===== config.mk =====
export PLATFORM = sky130hd
export DESIGN_NAME = ov_plateau_latch
export DESIGN_NICKNAME = d
export VERILOG_FILES = /design/src/rtl/ovlatch_pkg.sv /design/src/rtl/ovlatch_ctrl.sv /design/src/rtl/ovlatch_dp.sv /design/src/rtl/ov_plateau_latch.sv
export SDC_FILE = /design/constraint.sdc
export NUM_CORES = 1
export LEC_CHECK = 0
export ABC_AREA = 1
export BUFFER_PORTS_ARGS = -buffer_cell sky130_fd_sc_hd__buf_2
export CAP_MARGIN = 30
export CORE_MARGIN = 10
export CORE_UTILIZATION = 55
export DETAILED_ROUTE_END_ITERATION = 10
export GPL_ROUTABILITY_DRIVEN = 0
export PLACE_DENSITY = 0.78
export SYNTH_ARGS = -nofsm -noshare
export SYNTH_HDL_FRONTEND = slang
export SYNTH_SLANG_ARGS = --single-unit

===== constraint.sdc =====
create_clock -name clk -period 2 [get_ports clk]
set_clock_uncertainty 0.15 [all_clocks]
set_input_delay 0.1 -clock clk [delete_from_list [all_inputs] [get_ports clk]]
set_output_delay 0.1 -clock clk [all_outputs]
set_load 0.02 [all_outputs]

===== src/rtl/ovlatch_pkg.sv =====
package ovlatch_pkg;
  // Strobes issued by the control part to the datapath each cycle.
  typedef struct packed {
    logic load;     // first low cycle after turn-off: start delay count
    logic advance;  // gate still low, delay not yet complete
    logic sample;   // delay complete on this edge: take the plateau sample
  } ovlStrobe_t;
endpackage


===== src/rtl/ovlatch_ctrl.sv =====
module ovlatch_ctrl
  import ovlatch_pkg::*;
(
  input  logic       clk,
  input  logic       rstN,
  input  logic       gateOn,
  input  logic       deepReset,
  input  logic       cntDone,
  output ovlStrobe_t strobes
);
  logic gatePrev;
  logic pending;
  logic turnOff;

  assign turnOff = gatePrev & ~gateOn;

  always_comb begin
    strobes.load    = turnOff & ~deepReset;
    strobes.sample  = pending & ~gateOn & cntDone & ~deepReset;
    strobes.advance = pending & ~gateOn & ~cntDone & ~deepReset;
  end

  always_ff @(posedge clk or negedge rstN) begin
    if (!rstN) begin
      gatePrev <= 1'b0;
      pending  <= 1'b0;
    end else begin
      gatePrev <= gateOn;
      if (deepReset)
        pending <= 1'b0;
      else if (strobes.load)
        pending <= 1'b1;
      else if (pending && (gateOn || cntDone))
        pending <= 1'b0;
    end
  end

  // a turn-on drops the pending sample, so no sample on the following edge
  assert_cancel_R4: assert property (@(posedge clk) disable iff (!rstN)
    gateOn |=> !strobes.sample);

  // deep reset cancels any pending sample
  assert_deep_cancel_R8: assert property (@(posedge clk) disable iff (!rstN)
    deepReset |=> !strobes.sample);
endmodule


===== src/rtl/ovlatch_dp.sv =====
module ovlatch_dp
  import ovlatch_pkg::*;
#(
  parameter int STD_DELAY_CYC  = 450,
  parameter int FAST_DELAY_CYC = 150
) (
  input  logic       clk,
  input  logic       rstN,
  input  ovlStrobe_t strobes,
  input  logic       fastSel,
  input  logic       ovFlag,
  input  logic       deepReset,
  output logic       cntDone,
  output logic       sampleStrobe,
  output logic       faultLatched
);
  localparam int MAX_DELAY = (STD_DELAY_CYC > FAST_DELAY_CYC) ? STD_DELAY_CYC : FAST_DELAY_CYC;
  localparam int CNT_W     = $clog2(MAX_DELAY + 1);
  localparam logic [CNT_W-1:0] STD_LAST  = CNT_W'(STD_DELAY_CYC - 1);
  localparam logic [CNT_W-1:0] FAST_LAST = CNT_W'(FAST_DELAY_CYC - 1);

  logic [CNT_W-1:0] lowCnt;
  logic [CNT_W-1:0] lastCnt;

  assign cntDone = (lowCnt == lastCnt);

  always_ff @(posedge clk or negedge rstN) begin
    if (!rstN) begin
      lowCnt  <= '0;
      lastCnt <= STD_LAST;
    end else if (strobes.load) begin
      lowCnt  <= CNT_W'(1);
      lastCnt <= fastSel ? FAST_LAST : STD_LAST;
    end else if (strobes.advance) begin
      lowCnt  <= lowCnt + CNT_W'(1);
    end
  end

  always_ff @(posedge clk or negedge rstN) begin
    if (!rstN) begin
      sampleStrobe <= 1'b0;
      faultLatched <= 1'b0;
    end else begin
      sampleStrobe <= strobes.sample;
      if (deepReset)
        faultLatched <= 1'b0;
      else if (strobes.sample && ovFlag)
        faultLatched <= 1'b1;
    end
  end

  // overvoltage seen on the sampling edge sets the fault with the strobe
  assert_set_on_sample_R5: assert property (@(posedge clk) disable iff (!rstN)
    (sampleStrobe && $past(ovFlag)) |-> faultLatched);

  // the fault only rises together with a sample strobe
  assert_rise_needs_sample_R6: assert property (@(posedge clk) disable iff (!rstN)
    $rose(faultLatched) |-> sampleStrobe);

  // fault is held unless deep reset is seen
  assert_fault_sticky_R7: assert property (@(posedge clk) disable iff (!rstN)
    (faultLatched && !deepReset) |=> faultLatched);

  // deep reset clears the fault on the next cycle
  assert_deep_clear_R8: assert property (@(posedge clk) disable iff (!rstN)
    deepReset |=> !faultLatched);

  // strobe lasts one cycle
  assert_strobe_pulse_R9: assert property (@(posedge clk) disable iff (!rstN)
    sampleStrobe |=> !sampleStrobe);
endmodule


===== src/rtl/ov_plateau_latch.sv =====
module ov_plateau_latch
  import ovlatch_pkg::*;
#(
  parameter int STD_DELAY_CYC  = 450,
  parameter int FAST_DELAY_CYC = 150
) (
  input  logic clk,
  input  logic rstN,
  input  logic gateOn,
  input  logic ovFlag,
  input  logic fastSel,
  input  logic deepReset,
  output logic faultLatched,
  output logic sampleStrobe
);
  ovlStrobe_t strobes;
  logic       cntDone;

  ovlatch_ctrl u_ctrl (
    .clk       (clk),
    .rstN      (rstN),
    .gateOn    (gateOn),
    .deepReset (deepReset),
    .cntDone   (cntDone),
    .strobes   (strobes)
  );

  ovlatch_dp #(
    .STD_DELAY_CYC  (STD_DELAY_CYC),
    .FAST_DELAY_CYC (FAST_DELAY_CYC)
  ) u_dp (
    .clk          (clk),
    .rstN         (rstN),
    .strobes      (strobes),
    .fastSel      (fastSel),
    .ovFlag       (ovFlag),
    .deepReset    (deepReset),
    .cntDone      (cntDone),
    .sampleStrobe (sampleStrobe),
    .faultLatched (faultLatched)
  );
endmodule


==> results of run 1 <==
==> cells in the mapped netlist (2+ instances only) <==
master / number / area, um2
nor3_1: 2 / 10.0
nand4_1: 5 / 31.3
nor2_1: 12 / 45.0
buf_2: 2 / 10.0
inv_1: 17 / 63.8
dfrtp_1: 14 / 350
o21ai_0: 2 / 10.0
a21oi_1: 2 / 10.0
nand3_1: 16 / 80.1
buf_6: 2 / 22.5
inv_2: 2 / 7.51
nor3_4: 2 / 32.5
xor2_1: 3 / 26.3
ha_1: 2 / 25.0
nand2_1: 36 / 135
==> flip-flops by register name, indices dropped and copies added (netlist names) <==
register and flops:
u_dp.sampleStrobe 1, u_dp.faultLatched 1, u_dp.lowCnt 9, u_ctrl.gatePrev 1, u_dp.lastCnt 2, u_ctrl.pending 1
==> where the power goes <==
| group | internal (mW) | switching, mW | leakage (nW) |
|---|---|---|---|
| Clock | 0.0745 | 0.109 | 0.0177 |
| Combinational | 0.0798 | 0.121 | 0.354 |
| Sequential | 0.344 | 0.0567 | 0.196 |
| Total | 0.498 | 0.286 | 0.568 |
==> worst max-delay path by stage <==
stage / from / end / slack [ns] / cells past startpoint
5_1_grt: u_dp.lowCnt[1] / u_dp.lowCnt[5] / 0.17 / 11
3_3_place_gp: u_dp.lowCnt[1] / u_dp.lowCnt[7] / 0.42 / 11
6_report: u_dp.lowCnt[1] / u_dp.lowCnt[5] / 0.34 / 11
4_1_cts: u_dp.lowCnt[0] / u_dp.lowCnt[6] / 0.34 / 10
2_1_floorplan: u_dp.lowCnt[1] / u_dp.lowCnt[6] / 0.49 / 11
3_5_place_dp: u_dp.lowCnt[0] / u_dp.lowCnt[6] / 0.36 / 10
==> cell type report <==
type | count | area share
clock buffer | 3 | 0.0206
tap | 25 | 0.0287
sequential | 15 | 0.345
inverter | 19 | 0.0654
timing repair buffer | 12 | 0.0780
multi-input combinational | 90 | 0.458
clock inverter | 1 | 0.00459
==> cell families after synthesis <==
| logic type | after synthesis | synth area share |
|---|---|---|
| AO/OA/AOI/OAI | 7 | 0.0536 |
| XOR/XNOR | 3 | 0.0268 |
| adder cells (fa/ha/maj) | 2 | 0.0255 |
| buffers and inverters | 23 | 0.106 |
| flip-flops | 15 | 0.384 |
| AND/OR/NAND/NOR | 78 | 0.404 |
==> worst register-to-register path: stages, from the launching register on <==
cell and delay (ns):
dfrtp_1 0.42, inv_1 0.07, ha_1 0.15, inv_1 0.04, nor2_1 0.07, nand2_1 0.07
nor2_2 0.12, nand3_4 0.15, nand2_8 0.13, nand2_4 0.07, nand2_1 0.07, nand2_1 0.06
==> per-stage QoR <==
stage | utilization | worst slack (ns) | hold WS [ns] | std cells | power (mW)
after floorplan | - | 0.487 | -0.346 | 128 | 0.543
after global placement | 0.593 | 0.415 | -0.132 | 156 | 0.590
after detailed placement | 0.593 | 0.358 | -0.131 | 156 | 0.599
after CTS | 0.639 | 0.344 | 0.0905 | 165 | 0.783
after global routing | 0.639 | 0.168 | 0.106 | 165 | 0.832
final | 0.639 | 0.336 | 0.0845 | 165 | 0.784
==> routing by layer <==
metal / share of wire / wire length (um) / track usage
met1: 0.46 / 998 / 0.129
met2: 0.48 / 1040 / 0.196
met3: 0.055 / 120 / 0.0251
met4: 0.0046 / 10 / 0.0171
met5: 0 / 0 / 0
==> metrics, run 1 <==
Design Area, Final 1090 um2; final antenna-violating net count 0; Yosys reg bits 15; Pins Over Slew Limit 0; initial antenna violation count 0; Syn Inst Count 128; number of max-cap violations 0; Synthesis Warnings 0; share of post-route cells with drive strength above 1 0.157; WS Path Type reg -> reg; CTS tree done; Register Area 377 um2; CP Buf/Inv Count 2; Placeable Area 1710 um2; Initial Util 0.574; CTS sink cnt 15; pwr dens 718 nW/um2; worst skew pair latency 0.29 ns; Final Critical Period 1.66 ns; crit path max-delay cell type dfrtp_1; Syn Std Cell Area 980 um2; Net Count, Synth 136; Final nets 149; RR Startpoint u_dp.lowCnt[1]; Async SR Flop Fraction 1.00; Final Hold Fails 0; Pleak 0.568 nW; worst r2r path cells 11; port buffer count 7; vias in the first global route 835; Placed Instance Area 1010 um2; Hold Path Class in -> async; n_diodes 0; setup tns final 0 ns; Bufs on Longest Clock Path 2; Top FF cell, synth dfrtp_1; Root Driver clkbuf_4; most frequent CP cell nand2_1; H-tree depth 1; total gr overflow 0; RSZ-0062 raised after global routing false; Peak VDD IR 627 uV; DP HPWL 1.55 mm; vias per cell 5.07; CP required 2.04 ns; First-pass DRT Iterations 4; Post-CTS Setup Inserts 0; Tcrit/Tclk final 0.832; Critical Path End Type register; synth unique cells 24; commonest cells after routing, fill and taps aside nand2_1 (36), inv_1 (17), nand3_1 (16), dfrtp_1 (14), nor2_1 (12); Ports 8; Worst-Margin Slew 0.429 ns; Fmax achieved 0.601 GHz; Mean Syn Cell Area 7.65 um2; Multi-input gate area 499 um2; first-pass GRT wire length 3.65 mm; clk slew on worst S/H paths 0.10 ns; gr usage total 0.109; Die H 62.2 um; Filler cells 151; number of DRC markers in iteration 0 47; CP startpoint kind register; Post-CTS Resized 0; CP peak stage delay 0.42 ns; Synth-to-Final Area Change 11.4%; # DRC 0; number of placement rows 15; Die X 62.2 um; Setup violations, final 0; DIE AREA 3870 um2; Worst Path Max Fanout 9; hold buffers post-CTS 5; CTS buffer count 3; largest net degree at the start of global routing 16; WP data arrival 1.70 ns; number of flops mapped to enable cells by yosys 0; register area share after synthesis 0.384; Max-slew headroom 0.713; Avg WL per Cell 13.1 um; total number of vias 837; r2r setup slk 0.34 ns; worst reg2reg endpoint u_dp.lowCnt[5]; cell family with most CP delay simple AND/OR/NAND/NOR gates; final WL 2.17 mm; status complete, no violations; critical-path cell list inv_1, ha_1, inv_1, nor2_1, nand2_1, nor2_2, nand3_4, nand2_8, nand2_4, nand2_1, nand2_1; most common cell after layout, fill and taps aside nand2_1
Note: power is estimated with default switching activity, not from simulation.
==> inputs of run 2 (changes only) <==
- CORE_UTILIZATION: 55 -> 52
- clock period: 2 -> 1.3 ns (I/O delays scaled with it)
==> metrics, run 2 (synthesis results as in run 1) <==
CTS sink cnt 15; Die X 63.4 um; largest net degree at the start of global routing 16; Ports 8; total number of vias 1014; Tcrit/Tclk final 1.27; n_diodes 0; gr usage total 0.135; Max-slew headroom 0.766; WP data arrival 1.70 ns; Final nets 170; number of max-cap violations 0; total gr overflow 0; final antenna-violating net count 0; WS Path Type reg -> reg; H-tree depth 1; CTS tree done; Fmax achieved 0.603 GHz; Design Area, Final 1360 um2; hold buffers post-CTS 4; most frequent CP cell inv_2; worst skew pair latency 0.29 ns; Filler cells 146; Peak VDD IR 939 uV; Avg WL per Cell 14.9 um; setup tns final -3.68 ns; Critical Path End Type register; Initial Util 0.555; pwr dens 1110 nW/um2; Worst Hold Slack -0.165 ns; CTS buffer count 3; crit path max-delay cell type dfrtp_1; Final Core Density 0.770; failing checks hold timing, setup timing; vias in the first global route 932; DP HPWL 1.84 mm; Hold Path Class in -> reg; CP peak stage delay 0.40 ns; commonest cells after routing, fill and taps aside nand2_1 (28), buf_4 (18), inv_1 (14), nand3_1 (13), dfrtp_1 (12); number of DRC markers in iteration 0 40; most common cell after layout, fill and taps aside nand2_1; placed cell count 171; Root Driver clkbuf_4; Bufs on Longest Clock Path 2; RSZ-0062 raised after global routing true; Worst Path Max Fanout 6; Worst-Margin Slew 0.351 ns; DIE AREA 4020 um2; critical-path cell list inv_2, ha_4, inv_2, nor2_1, nand2_1, nor2_2, nand3_4, buf_4, nor4_2; share of post-route cells with drive strength above 1 0.398; final setup margin -0.357 ns; max FFs per register 9; Final Critical Period 1.66 ns; # DRC 0; pre-CTS WS -0.381 ns; Die H 63.4 um; Final Hold Fails 2; Pins Over Slew Limit 0; port buffer count 7; initial antenna violation count 0; number of placement rows 15; Layout Cells excl Fill 186; Placed Instance Area 1140 um2; overall power 1.51 mW; CP required 1.35 ns; Pleak 0.675 nW; first-pass GRT wire length 4.33 mm; Multi-input gate area 598 um2; status finished, violations left; final WL 2.77 mm; largest register by flop count u_dp.lowCnt; Register Area 379 um2; clk slew on worst S/H paths 0.08 ns; Placeable Area 1760 um2; Synth-to-Final Area Change 38.7%; CP startpoint kind register; vias per cell 5.45; Setup violations, final 12; biggest regs u_dp.lowCnt: 9 flops, u_dp.lastCnt: 2 flops; First-pass DRT Iterations 4
==> run 2: cell types whose count changed in the layout (fill, tap and decap cells not counted), moves of 3 or more <==
cell,before,now
inv_1,17,14
nand3_1,16,13
nand2_1,36,28
buf_4,0,18
inv_2,2,5
nand2_2,0,8
==> run 2: area by class of cell <==
| type | instances | share of cell area |
|---|---|---|
| multi-input cells | 91 | 0.440 |
| flip-flops and latches | 15 | 0.279 |
| repair buffers | 32 | 0.186 |
| inverters | 19 | 0.0525 |
| well taps | 25 | 0.0230 |
| clock buffers | 4 | 0.0193 |
==> run 2: final timing paths <==
path                            slack, ns         startpoint                end  cells past startpoint
worst min register to register       0.36  u_dp.faultLatched  u_dp.faultLatched                      2
worst min-delay path                -0.17             gateOn    u_ctrl.gatePrev                      1
worst max register to register      -0.36     u_dp.lowCnt[1]  u_dp.sampleStrobe                      9
worst max-delay path                -0.36     u_dp.lowCnt[1]  u_dp.sampleStrobe                      9
max in group asynchronous            0.65               rstN    u_dp.lastCnt[6]                      2
min in group asynchronous            0.05               rstN     u_dp.lowCnt[3]                      2
==> run 2: layer usage <==
layer / wire length [um] / share of wire / vias up / global-route usage
met5: 0 / 0 / - / 0
met2: 1390 / 0.50 / 50 / 0.226
li1: - / - / 477 / -
met4: 97 / 0.035 / 0 / 0.0738
met1: 1100 / 0.40 / 470 / 0.157
met3: 187 / 0.067 / 17 / 0.0265
==> run 2: power breakdown <==
group | total [mW] | switching (mW) | internal, mW
registers | 0.590 | 0.0599 | 0.530
logic | 0.646 | 0.325 | 0.321
clock network | 0.274 | 0.155 | 0.120
total | 1.51 | 0.539 | 0.971
==> run 2: repair_timing <==
item / 4_1_cts / 5_1_grt
gates resized for setup: 8 / 19
setup endpoints to repair: 11 / 12
buffers inserted: 4 / 2
pin swaps: 3 / 10
hold endpoints to repair: 20 / 2
gates cloned: 1 / 0
==> run 2: worst max-delay path: cells and delay by family, from the launching register on <==
family / cells / cell delay, ns
flops: 1 / 0.40
simple gates: 5 / 0.58
buf+inv: 3 / 0.30
fa+ha+maj: 1 / 0.14
==> inputs of run 3 (changes only) <==
- clock period: 1.3 -> 1.4 ns (I/O delays scaled with it)
==> metrics, run 3 (synthesis results as in run 1) <==
most common cell after layout, fill and taps aside nand2_1; DP HPWL 1.69 mm; Setup violations, final 11; first-pass GRT wire length 3.73 mm; # DRC 0; M1 GR Usage 0.140; Layout Cells excl Fill 182; RSZ-0062 raised after global routing true; pwr dens 992 nW/um2; biggest regs u_dp.lowCnt: 9 flops, u_dp.lastCnt: 2 flops; CP startpoint kind register; met2 Usage GRT 0.176; final antenna-violating net count 0; Avg WL per Cell 12.9 um; CP peak stage delay 0.38 ns; placed cell count 169; Synth-to-Final Area Change 25.0%; Final nets 166; critical-path cell list inv_1, ha_1, inv_1, nor2_1, nand2_1, nor2_2, nand3_4, buf_4, nand4_1, nand2_1; total gr overflow 0; number of max-cap violations 0; vias in the first global route 852; number of placement rows 15; CTS tree done; DIE AREA 4020 um2; pre-CTS WS -0.220 ns; Hold Path Class in -> reg; number of DRC markers in iteration 0 51; n_diodes 0; largest net degree at the start of global routing 16; WS Path Type reg -> reg; Pins Over Slew Limit 0; vias per cell 5.12; total number of vias 932; initial antenna violation count 0; Bufs on Longest Clock Path 2; share of post-route cells with drive strength above 1 0.255; CP required 1.44 ns; overall power 1.22 mW; Critical Path End Type register; port buffer count 7; Die X 63.4 um; Max-slew headroom 0.716; max FFs per register 9; Worst-Margin Slew 0.424 ns; Filler cells 157; Placeable Area 1760 um2; worst skew pair latency 0.29 ns; gr usage total 0.114; CTS buffer count 3; Tcrit/Tclk final 1.16; failing checks setup timing; Worst Path Max Fanout 5; busiest grt layer met2; Final Core Density 0.694; Initial Util 0.555; Die H 63.4 um; Final Critical Period 1.63 ns; final setup margin -0.226 ns; First-pass DRT Iterations 4; Final Hold Fails 0; status finished, violations left; H-tree depth 1; clk slew on worst S/H paths 0.09 ns; final WL 2.34 mm; WP data arrival 1.67 ns; Fmax achieved 0.615 GHz; commonest cells after routing, fill and taps aside nand2_1 (36), inv_1 (17), buf_4 (17), nand3_1 (16), dfrtp_1 (14); Peak VDD IR 928 uV; crit path max-delay cell type dfrtp_1; largest register by flop count u_dp.lowCnt; Root Driver clkbuf_4; Ports 8; CTS sink cnt 15; GRT met3 Usage 0.0300; Pleak 0.652 nW; Worst Hold Slack 0.00656 ns
-- run 3: critical path, delay by kind of cell (launching register included) --
family / cells / cell delay, ns
adder cells (fa/ha/maj): 1 / 0.15
flip-flops: 1 / 0.38
AND/OR/NAND/NOR: 6 / 0.57
buffers and inverters: 3 / 0.27
-- run 3: layer usage --
| layer | share of wire | up-vias |
|---|---|---|
| met1 | 0.44 | 434 |
| li1 | - | 463 |
| met3 | 0.043 | 7 |
| met5 | 0 | - |
| met2 | 0.49 | 28 |
| met4 | 0.023 | 0 |
-- run 3: final cells by class --
| cell class | count | area (um2) | share of cell area |
|---|---|---|---|
| multi-input cells | 90 | 505 | 0.413 |
| flip-flops and latches | 15 | 377 | 0.307 |
| well taps | 25 | 31.3 | 0.0255 |
| clock buffers | 3 | 22.5 | 0.0184 |
| clock inverters | 1 | 5.00 | 0.00409 |
| repair buffers | 29 | 213 | 0.174 |
| inverters | 19 | 71.3 | 0.0582 |
-- run 3: power by group --
| group | switching (mW) | internal (mW) | total (mW) |
|---|---|---|---|
| registers | 0.0457 | 0.491 | 0.536 |
| logic | 0.229 | 0.193 | 0.422 |
| clock network | 0.151 | 0.107 | 0.257 |
-- run 3: worst paths after layout --
kind	startpoint	end	slack, ns	depth (start not counted)
worst max-delay path	u_dp.lowCnt[1]	u_dp.lowCnt[2]	-0.23	10
worst min-delay path	gateOn	u_dp.faultLatched	0.007	4
worst max register to register	u_dp.lowCnt[1]	u_dp.lowCnt[2]	-0.23	10
worst min register to register	u_dp.faultLatched	u_dp.faultLatched	0.36	2
max in group asynchronous	rstN	u_dp.lastCnt[6]	0.75	2
min in group asynchronous	rstN	u_dp.lowCnt[0]	0.04	2
-- run 3: repair_timing --
action                     in CTS  in global routing
buffers inserted                2                  2
hold endpoints to repair       20                  0
gates resized for setup         1                  0
setup endpoints to repair      11                 11
hold buffers                    5                  0
-- run 3: through the flow --
step | setup TNS (ns) | instance area (um2)
6_report | -2.06 | 1220
5_1_grt | -3.15 | 1220
4_1_cts | -1.99 | 1210
3_5_place_dp | -1.80 | 1110
3_3_place_gp | -1.05 | 1110
2_1_floorplan | -0.717 | 980
